===== src/rtl/cct_pkg.sv =====
package cct_pkg;

    localparam int NUM_SLOTS = 4;
    localparam int ADDR_W    = 3;

    localparam logic [ADDR_W-1:0] ADDR_CTRL = 3'd0;
    localparam logic [ADDR_W-1:0] ADDR_STAT = 3'd1;
    localparam logic [ADDR_W-1:0] ADDR_CNT  = 3'd2;
    localparam logic [ADDR_W-1:0] ADDR_SLOT = 3'd4;

    // Control word, bit 0 first: run, capture mode per slot, holding enables, falling edge per slot
    typedef struct packed {
        logic [NUM_SLOTS-1:0]   fall;
        logic [NUM_SLOTS/2-1:0] hold_en;
        logic [NUM_SLOTS-1:0]   cap_mode;
        logic                   run;
    } ctrl_t;

    localparam int CTRL_W = $bits(ctrl_t);

    // Slot paired with a given slot (A<->C, B<->D)
    function automatic int slot_partner(input int idx);
        return idx ^ (NUM_SLOTS / 2);
    endfunction

    function automatic logic [ADDR_W-1:0] slot_addr(input int idx);
        return ADDR_SLOT + ADDR_W'(idx);
    endfunction

endpackage


===== src/rtl/cct_counter.sv =====
module cct_counter #(
    parameter int W = 16
) (
    input  logic         clk,
    input  logic         rst,
    input  logic         run,
    input  logic         load,
    input  logic [W-1:0] load_val,
    output logic [W-1:0] count
);

    always_ff @(posedge clk) begin
        if (rst)
            count <= '0;
        else if (load)
            count <= load_val;
        else if (run)
            count <= count + W'(1);
    end

endmodule


===== src/rtl/cct_edge_detect.sv =====
module cct_edge_detect #(
    parameter int STAGES = 2
) (
    input  logic clk,
    input  logic rst,
    input  logic din,
    input  logic fall_sel,
    output logic evt
);

    logic [STAGES-1:0] sync_q;
    logic              prev_q;
    logic              cur;

    assign cur = sync_q[STAGES-1];

    always_ff @(posedge clk) begin
        if (rst) begin
            sync_q <= '0;
            prev_q <= 1'b0;
        end else begin
            sync_q <= {sync_q[STAGES-2:0], din};
            prev_q <= cur;
        end
    end

    assign evt = fall_sel ? (prev_q & ~cur) : (cur & ~prev_q);

endmodule


===== src/rtl/cct_flag.sv =====
module cct_flag (
    input  logic clk,
    input  logic rst,
    input  logic set_i,
    input  logic rd_i,
    input  logic wr_i,
    input  logic wr_bit_i,
    input  logic ext_clr_i,
    output logic flag_o
);

    logic seen_q;
    logic sw_clr;
    logic clr;

    assign sw_clr = flag_o && seen_q && wr_i && !wr_bit_i;
    assign clr    = sw_clr || (flag_o && ext_clr_i);

    always_ff @(posedge clk) begin
        if (rst) begin
            flag_o <= 1'b0;
            seen_q <= 1'b0;
        end else if (set_i) begin
            flag_o <= 1'b1;
            seen_q <= 1'b0;
        end else if (clr) begin
            flag_o <= 1'b0;
            seen_q <= 1'b0;
        end else if (rd_i && flag_o) begin
            seen_q <= 1'b1;
        end
    end

endmodule


===== src/rtl/cct_channel.sv =====
module cct_channel
    import cct_pkg::*;
#(
    parameter int CNT_W       = 16,
    parameter int SYNC_STAGES = 2
) (
    input  logic                   clk,
    input  logic                   rst,
    input  logic                   bus_sel,
    input  logic                   bus_we,
    input  logic [ADDR_W-1:0]      bus_addr,
    input  logic [CNT_W/8-1:0]     bus_be,
    input  logic [CNT_W-1:0]       bus_wdata,
    output logic [CNT_W-1:0]       bus_rdata,
    input  logic [NUM_SLOTS-1:0]   cap_in,
    output logic [NUM_SLOTS-1:0]   cmp_match,
    output logic [NUM_SLOTS-1:0]   flag_o,
    output logic                   xfer_req,
    input  logic                   xfer_ack,
    input  logic                   xfer_keep
);

    localparam int HALF = NUM_SLOTS / 2;

    ctrl_t                ctrl_q;
    logic [CNT_W-1:0]     count_q;
    logic [CNT_W-1:0]     gr_q [NUM_SLOTS];
    logic [CNT_W-1:0]     gr_d [NUM_SLOTS];
    logic [NUM_SLOTS-1:0] cap_edge;
    logic [NUM_SLOTS-1:0] cap_evt;
    logic [NUM_SLOTS-1:0] is_hold;
    logic [NUM_SLOTS-1:0] has_hold;
    logic [NUM_SLOTS-1:0] set_evt;
    logic [NUM_SLOTS-1:0] ext_clr;
    logic [NUM_SLOTS-1:0] flag_q;
    logic                 full_acc;
    logic                 wr_hit;
    logic                 rd_hit;
    logic                 cnt_wr;
    logic                 stat_rd;
    logic                 stat_wr;

    // Bus decode: only full-width accesses have any effect
    assign full_acc = bus_sel && (bus_be == '1);
    assign wr_hit   = full_acc && bus_we;
    assign rd_hit   = full_acc && !bus_we;
    assign cnt_wr   = wr_hit && (bus_addr == ADDR_CNT);
    assign stat_rd  = rd_hit && (bus_addr == ADDR_STAT);
    assign stat_wr  = wr_hit && (bus_addr == ADDR_STAT);

    always_ff @(posedge clk) begin
        if (rst)
            ctrl_q <= '0;
        else if (wr_hit && (bus_addr == ADDR_CTRL))
            ctrl_q <= ctrl_t'(bus_wdata[CTRL_W-1:0]);
    end

    cct_counter #(.W(CNT_W)) u_counter (
        .clk      (clk),
        .rst      (rst),
        .run      (ctrl_q.run),
        .load     (cnt_wr),
        .load_val (bus_wdata),
        .count    (count_q)
    );

    generate
        for (genvar gi = 0; gi < NUM_SLOTS; gi++) begin : g_slot
            cct_edge_detect #(.STAGES(SYNC_STAGES)) u_edge (
                .clk      (clk),
                .rst      (rst),
                .din      (cap_in[gi]),
                .fall_sel (ctrl_q.fall[gi]),
                .evt      (cap_edge[gi])
            );

            cct_flag u_flag (
                .clk       (clk),
                .rst       (rst),
                .set_i     (set_evt[gi]),
                .rd_i      (stat_rd),
                .wr_i      (stat_wr),
                .wr_bit_i  (bus_wdata[gi]),
                .ext_clr_i (ext_clr[gi]),
                .flag_o    (flag_q[gi])
            );
        end
    endgenerate

    // Per-slot role and event decode
    always_comb begin
        for (int i = 0; i < NUM_SLOTS; i++) begin
            is_hold[i]   = (i >= HALF) && ctrl_q.hold_en[i % HALF];
            has_hold[i]  = (i < HALF)  && ctrl_q.hold_en[i % HALF];
            cap_evt[i]   = !is_hold[i] && ctrl_q.cap_mode[i] && cap_edge[i];
            cmp_match[i] = !is_hold[i] && !ctrl_q.cap_mode[i] && ctrl_q.run
                           && (count_q == gr_q[i]);
            set_evt[i]   = cap_evt[i] || cmp_match[i];
        end
    end

    always_comb begin
        ext_clr    = '0;
        ext_clr[0] = xfer_ack && !xfer_keep;
    end

    // Slot next-state: hardware events outrank bus writes
    always_comb begin
        for (int i = 0; i < NUM_SLOTS; i++) begin
            gr_d[i] = gr_q[i];
            if (wr_hit && (bus_addr == slot_addr(i)))
                gr_d[i] = bus_wdata;
            if (has_hold[i] && cmp_match[i])
                gr_d[i] = gr_q[slot_partner(i)];
            if (cap_evt[i])
                gr_d[i] = count_q;
            if (is_hold[i] && cap_evt[slot_partner(i)])
                gr_d[i] = gr_q[slot_partner(i)];
        end
    end

    always_ff @(posedge clk) begin
        for (int i = 0; i < NUM_SLOTS; i++) begin
            if (rst)
                gr_q[i] <= '1;
            else
                gr_q[i] <= gr_d[i];
        end
    end

    always_comb begin
        bus_rdata = '0;
        case (bus_addr)
            ADDR_CTRL: bus_rdata = CNT_W'(ctrl_q);
            ADDR_STAT: bus_rdata = CNT_W'(flag_q);
            ADDR_CNT:  bus_rdata = count_q;
            default: begin
                for (int i = 0; i < NUM_SLOTS; i++)
                    if (bus_addr == slot_addr(i))
                        bus_rdata = gr_q[i];
            end
        endcase
    end

    assign flag_o   = flag_q;
    assign xfer_req = flag_q[0];

endmodule


===== config.mk =====
export PLATFORM = sky130hd
export DESIGN_NAME = cct_channel
export DESIGN_NICKNAME = d
export VERILOG_FILES = /design/src/rtl/cct_pkg.sv /design/src/rtl/cct_counter.sv /design/src/rtl/cct_edge_detect.sv /design/src/rtl/cct_flag.sv /design/src/rtl/cct_channel.sv
export SDC_FILE = /design/constraint.sdc
export NUM_CORES = 1
export LEC_CHECK = 0
export BUFFER_PORTS_ARGS = -buffer_cell sky130_fd_sc_hd__buf_2
export CORE_UTILIZATION = 41
export CTS_BUF_LIST = sky130_fd_sc_hd__clkbuf_4
export DETAILED_ROUTE_END_ITERATION = 10
export SYNTH_ARGS = -nofsm -noshare
export SYNTH_HDL_FRONTEND = slang
export SYNTH_SLANG_ARGS = --single-unit

===== constraint.sdc =====
create_clock -name clk -period 2.43 [get_ports clk]
set_input_delay 0.243 -clock clk [delete_from_list [all_inputs] [get_ports clk]]
set_output_delay 0.243 -clock clk [all_outputs]
set_load 0.02 [all_outputs]

Word level (Yosys, flattened, before mapping). Memory sizes are Yosys's and may differ from the RTL's. Index checks and enable logic that the tools add are counted.

Flip-flop bits (word level): 47. Latch bits: 0. RAM bits: 64. ROM bits: 0. Bits of input ports: 31. Logic and storage cells: 168. Memories: 1.

Add/subtract/negate cells: 1. Multipliers: 0. Divide/modulo/power cells: 0. $lt $le $gt $ge: 0. Equality and inequality tests: 11. Shift operators: 0. Multiplexer cells: 38. Bitwise operators: 20. Reductions and logical operators: 76.

Memories: gr_q (depth 4, bits a word 16, rd ports 4, clocked after Yosys merged registers in 0, wr ports 4, line cct_channel.sv:27) `logic [CNT_W-1:0] gr_q [NUM_SLOTS];`.

Operator list (count): $mux W16 (22); $eq A16 B16 Y1 (4); $logic_and A1 B1 Y1 (49); $pmux W16 S3 (1); $add A16 B1 Y16 const B (1); $mux W1 (15); $eq A3 B3 Y1 const B (4); $logic_not A1 Y1 (12); $reduce_or A3 Y1 (4); $reduce_bool A2 Y1 (5); $and A1 B1 Y1 (8); $not A1 Y1 (8); $logic_or A1 B1 Y1 (5); $or A1 B1 Y1 (4); $eq A3 B1 Y1 const B (1); $eq A3 B2 Y1 const B (1); $logic_not A3 Y1 (1); $eq A2 B2 Y1 const B (1).

Logic depth before layout (Yosys ltp).
Depth after elaboration: 9. Depth in mapped cells: 9. Depth with buffers taken out: 6.

Cells and area by module. Synthesis repeated with hierarchy kept, for this count alone.

Cell total of the unflattened synthesis: 940. Area, all modules: 7617.3 µm².

By module, submodules not included: cct_channel (times used 1, cells each 748, area each 5796.8 µm², seq. area each 1501.4 µm²); cct_counter (times used 1, cells each 112, area each 984.7 µm², seq. area each 320.3 µm²); cct_flag (times used 4, cells each 11, area each 107.6 µm², seq. area each 40.0 µm²); cct_edge_detect (times used 4, cells each 9, area each 101.3 µm², seq. area each 60.1 µm²).

Least setup slack after synthesis. No wires, ideal clock.

Path kind: register -> register. From: reg u_counter.count[10]. To: reg g_slot[2].u_flag.flag_o. Setup time: 0.074 ns. Arrival time: 2.274 ns. Data required time: 2.356 ns. Slack: 0.081 ns. Cell stages (with the launch flop): 8. Cell sequence: dfxtp_1 clkbuf_1 xor2_1 nor4_1 nand4_1 nor4_1 inv_1 a31oi_1.

Cells in the longest elaborated chain, start to end: 4. Elaborated cells on any way between the ends: 5. Those cells by class: eq/ne: 1; mux: 1; reduce/logical: 3.

RTL lines: start: declaration (line cct_counter.sv:9) `output logic [W-1:0] count`; start signal: assignment (line cct_counter.sv:16) `count <= load_val;`; start signal: assignment (line cct_counter.sv:18) `count <= count + W'(1);`; $eq A16 B16 Y1 (*) (line cct_channel.sv:97) `&& (count_q == gr_q[i]);`; $logic_and A1 B1 Y1 (*) (line cct_channel.sv:97); via cmp_match[2] (line cct_channel.sv:16) `output logic [NUM_SLOTS-1:0] cmp_match,`; $logic_or A1 B1 Y1 (*) (line cct_channel.sv:98) `set_evt[i] = cap_evt[i] || cmp_match[i];`; $mux W1 / $reduce_bool A2 Y1 (equally long branches); end signal: assignment (line cct_flag.sv:21) `flag_o <= 1'b0;`; end signal: assignment (line cct_flag.sv:24) `flag_o <= 1'b1;`; end signal: assignment (line cct_flag.sv:27) `flag_o <= 1'b0;`; end: declaration (line cct_flag.sv:9) `output logic flag_o`.

The timed path passes the listed nets; every way through them passes the cells marked *. A chain may end at the register's enable or synchronous reset.

Final worst setup path.
From: reg u_counter.count[11]. To: out cmp_match[2].

Cells in the longest elaborated chain, start to end: 2.

RTL lines (line): $eq A16 B16 Y1 (cct_channel.sv:97); $logic_and A1 B1 Y1 (cct_channel.sv:97); end: declaration (cct_channel.sv:16).

Every way passes these cells.

==> implementation parameters <==
Parameter                              Value

Power and ir drop
  Cell Pwr Density    370 nW/um2
  Fraction of power spent switching nets    27.2%
  Net switching power figure    903 uW
  Comb pwr share    11.3%
  Clock network fraction of total power    32.9%
  Part of the power in registers    55.8%
  Int Pwr    2420 uW
  Max IR drop VDD    0.250 mV
  Static Leak    0.00388 uW
  Tot Pwr    3320 uW

Place
  Final estimated routing congestion in global placement    0.922
  Number of buffer cells added on primary ports    55
  Cell area reported after detailed placement    8300 um2
  Placed Cells incl. Taps    1174
  HPWL after detailed placement    19.6 mm

Floorplan
  Initial Util    42.6%
  Overall die width    137 um
  Num rows    48
  Die span in y    137 um
  Core outline area    17500 um2
  I/O pins    56
  Die Area    18700 um2

Finish
  NumNets Final    1020
  Final instance count without filler cells    1218
  Ratio of cells with drive above 1 in the final layout    26.5%
  Layout-stage area growth over the synthesis result    20.2%
  Fill cells    1682
  Final core area utilization    51.2%
  Final non-filler cell area    8970 um2

Logic synthesis
  Post-synth EDFFs    0
  Most frequently used flop master after synthesis    dfxtp_1
  Portion of synthesized cell area occupied by the leading cell type    29.8%
  Number of cells produced by synthesis    899
  Synthesized area    7460 um2
  Area contributors post-synth    dfxtp_1 (30%), mux2i_1 (6.8%), nor2_1 (6.3%)
  Warning count from the yosys run    0
  Synthesized area per cell    8.30 um2
  #FFs+latches synth    111
  Post-synth cell types    61
  Cell type with the highest aggregate area in the netlist    dfxtp_1
  Sequential-to-total area share from yosys stat    29.8%
  Share of flip-flops with an asynchronous set or reset    0%
  Net Count, Synth    931

Hold path
  Worst hold path type    input port to flop
  Hold path startpoint    bus_wdata[13]
  Worst-case hold path end point    u_counter.count[13]$_SDFFE_PP0P_
  Cell depth of the worst hold path    3

STA
  Setup slack of the critical path after layout    -0.0890 ns
  Maximum clock rate    0.397 GHz
  RSZ-0062 raised after global routing    yes
  Max Slew Vio Count    0
  Fin crit share    104%
  Actual transition at the worst max-transition pin    1.31 ns
  Total negative setup slack    -0.193 ns
  Final critical-path required period    2.52 ns
  Worst setup skew after layout    0.0246 ns
  Number of endpoints with negative hold slack in the final report    0
  Number of setup violations in the final report    3
  Worst slew margin relative to its limit    12.1%

Worst setup path
  Startpoint kind of the worst setup timing path    flop
  Worst r2r path cells    9
  Highest cell delay on the worst timing path    0.39 ns
  Worst setup path category    flop to output port
  Req. time, crit path    2.19 ns
  Worst r2r dst    gr_q[1][13]$_SDFFE_PP1P_
  Arrival time of data at the critical path endpoint    2.28 ns
  Crit path cell chain    buf_6 > xor2_1 > nor4_2 > nand4_1 > nor4_4 > buf_4 > buf_6
  Largest fanout on the critical path    3
  Number of buffers and inverters on the critical path    3
  Endpoint class of the critical path    output port
  Cell family contributing the most delay on the critical path    simple AND/OR/NAND/NOR gates
  Max stage delay cell, worst path    dfxtp_4
  Most Frequent Cell on Critical Path    buf_6
  Start of the worst register-to-register path    u_counter.count[12]$_SDFFE_PP0P_
  Reg-to-reg setup timing slack    0.03 ns

Route
  Via density per instance    5.96
  DRC violations left    0
  First-pass detailed-route iteration total    5
  Total wire length after detailed routing    26.9 mm
  Starting DRT DRC Count    920
  Count of vias placed by the detailed router    7259
  DR WL/cell    22.1 um
  DRT antenna net count    0

Status
  Violations in the final reports    setup timing
  Outcome    complete, but fails checks

Global route
  GRT overflow    0
  Total routing usage reported by global routing    29.7%
  Number of antenna violations at the first check in global routing    1
  Vias in the first global route    6740
  Global-route wire length before repair    40.8 mm
  Largest net degree at the start of global routing    78

Clocking
  CTS max path bufs    2
  Count of clock tree sinks    111
  Insertion delay to the later sink of the worst-skew pair    0.52 ns
  Root buffer cell    clkbuf_4
  Clock transition at path regs    0.18 ns
  CTS tree    done
  H-tree levels    3
  TritonCTS buffer count    9

Job
  Max-cap violations    0
==> flip-flops by register name, indices dropped and copies added (netlist names) <==
signal / flops
g_slot.u_edge.prev_q: 4
g_slot.u_flag.flag_o: 4
u_counter.count: 16
ctrl_q: 11
gr_q: 64
g_slot.u_edge.sync_q: 8
g_slot.u_flag.seen_q: 4
==> worst reg2reg max path, cell delays in order, from the launching register on <==
cell and delay (ns):
dfxtp_2 0.36, buf_6 0.12, buf_4 0.14, a222oi_1 0.31, nand2_1 0.21, nor4b_4 0.41, buf_4 0.19, buf_6 0.13
mux2_4 0.31, o221ai_2 0.12
==> cell usage after synthesis, types with 17 or more instances <==
| cell type | count |
|---|---|
| o211ai_1 | 55 |
| o221ai_1 | 17 |
| xnor2_1 | 30 |
| mux2i_1 | 51 |
| o31ai_1 | 17 |
| xor2_1 | 38 |
| nor2b_1 | 19 |
| nor2_1 | 125 |
| clkbuf_1 | 46 |
| dfxtp_1 | 111 |
| a211oi_1 | 21 |
| a21oi_1 | 42 |
| nand2_1 | 85 |
| inv_1 | 26 |
| mux2_1 | 21 |
==> kinds of logic (layout without fill, tap and decap cells) <==
logic type | after synthesis | count (layout) | share of synthesized area [%]
AOI/OAI and AO/OA | 193 | 193 | 17.7
xor gates and xnor gates | 70 | 70 | 8.57
adders and majority gates | 1 | 1 | 0.168
buffers and inverters | 112 | 205 | 6.74
DFF | 111 | 111 | 29.8
muxes | 97 | 97 | 16.6
other | 0 | 1 | 0
and+or+nand+nor | 315 | 315 | 20.4
==> cells in the final DEF, fill, tap and decap left out, types with 4 or more instances in the layout <==
master | Yosys | layout
buf_12 | 0 | 7
buf_4 | 9 | 83
nor3_1 | 6 | 5
dlygate4sd3_1 | 0 | 4
nand2_1 | 85 | 85
dfxtp_4 | 0 | 5
nor3b_1 | 7 | 7
o211ai_1 | 55 | 55
mux2i_1 | 51 | 51
nand3_1 | 14 | 14
mux4_2 | 16 | 16
dfxtp_2 | 0 | 13
inv_1 | 26 | 26
o31ai_1 | 17 | 17
nor4_1 | 10 | 6
clkbuf_4 | 0 | 11
nor2_1 | 125 | 125
nand4_1 | 13 | 13
nor2b_1 | 19 | 18
a211oi_1 | 21 | 21
mux2_4 | 9 | 18
xnor2_1 | 30 | 28
or2b_1 | 5 | 5
nand2b_1 | 6 | 5
nor4_2 | 2 | 4
o221ai_1 | 17 | 8
buf_2 | 9 | 53
o21ai_0 | 12 | 12
buf_6 | 5 | 14
o221ai_2 | 1 | 10
o22ai_1 | 15 | 15
xor2_1 | 38 | 37
mux2_1 | 21 | 12
a21oi_1 | 42 | 41
dfxtp_1 | 111 | 93
==> stage by stage <==
stage	hold slack, ns	setup WS [ns]
4_1_cts	0.0301	-0.116
3_3_place_gp	0.429	0.0616
5_1_grt	0.0666	-0.169
2_1_floorplan	0.371	0.0814
6_report	0.0602	-0.0890
3_5_place_dp	0.432	0.0383
==> routing by layer <==
metal  share of wire, %  global-route usage (%)  vias to the layer above
met3                7.0                    3.89                       48
li1                   -                       -                     3375
met1                 44                    41.2                     3486
met2                 46                    46.1                      350
met4                3.2                    12.3                        0
met5                  0                       0                        -
==> final cells by class <==
class	count	area, um2	area share [%]
Antenna cell	1	2.50	0.0279
Multi-Input combinational cell	676	4940	55.1
Sequential cell	111	2260	25.1
Clock buffer	11	82.6	0.920
Clock inverter	4	71.3	0.795
Timing Repair Buffer	161	1230	13.7
Inverter	29	109	1.21
Tap cell	225	282	3.14
==> worst max-delay path by stage <==
stage,start,end,depth (start not counted)
2_1_floorplan,u_counter.count[10]$_SDFFE_PP0P_,g_slot[2].u_flag.flag_o$_SDFFE_PP0P_,7
3_3_place_gp,u_counter.count[7]$_SDFFE_PP0P_,gr_q[1][1]$_SDFFE_PP1P_,7
3_5_place_dp,u_counter.count[7]$_SDFFE_PP0P_,gr_q[1][0]$_SDFFE_PP1P_,7
4_1_cts,u_counter.count[6]$_SDFFE_PP0P_,cmp_match[3],8
5_1_grt,u_counter.count[12]$_SDFFE_PP0P_,cmp_match[0],6
6_report,u_counter.count[11]$_SDFFE_PP0P_,cmp_match[2],7
==> what timing repair did <==
| action | CTS | global route |
|---|---|---|
| endpoints found under the setup margin | 6 | 31 |
| gates resized for setup | 28 | 50 |
| gates cloned | 0 | 2 |
| hold endpoints to repair | 4 | 0 |
| hold buffers | 4 | 0 |
| pin swaps | 9 | 21 |
| setup buffers | 8 | 15 |
==> power groups by stage <==
stage	logic (uW)	clock network (uW)	registers (uW)
5_1_grt	398	1180	1860
2_1_floorplan	211	0	1890
3_5_place_dp	348	0	1890
3_3_place_gp	347	0	1890
6_report	375	1090	1850
4_1_cts	356	1110	1860
No activity file was read; power rests on OpenSTA's default activity.
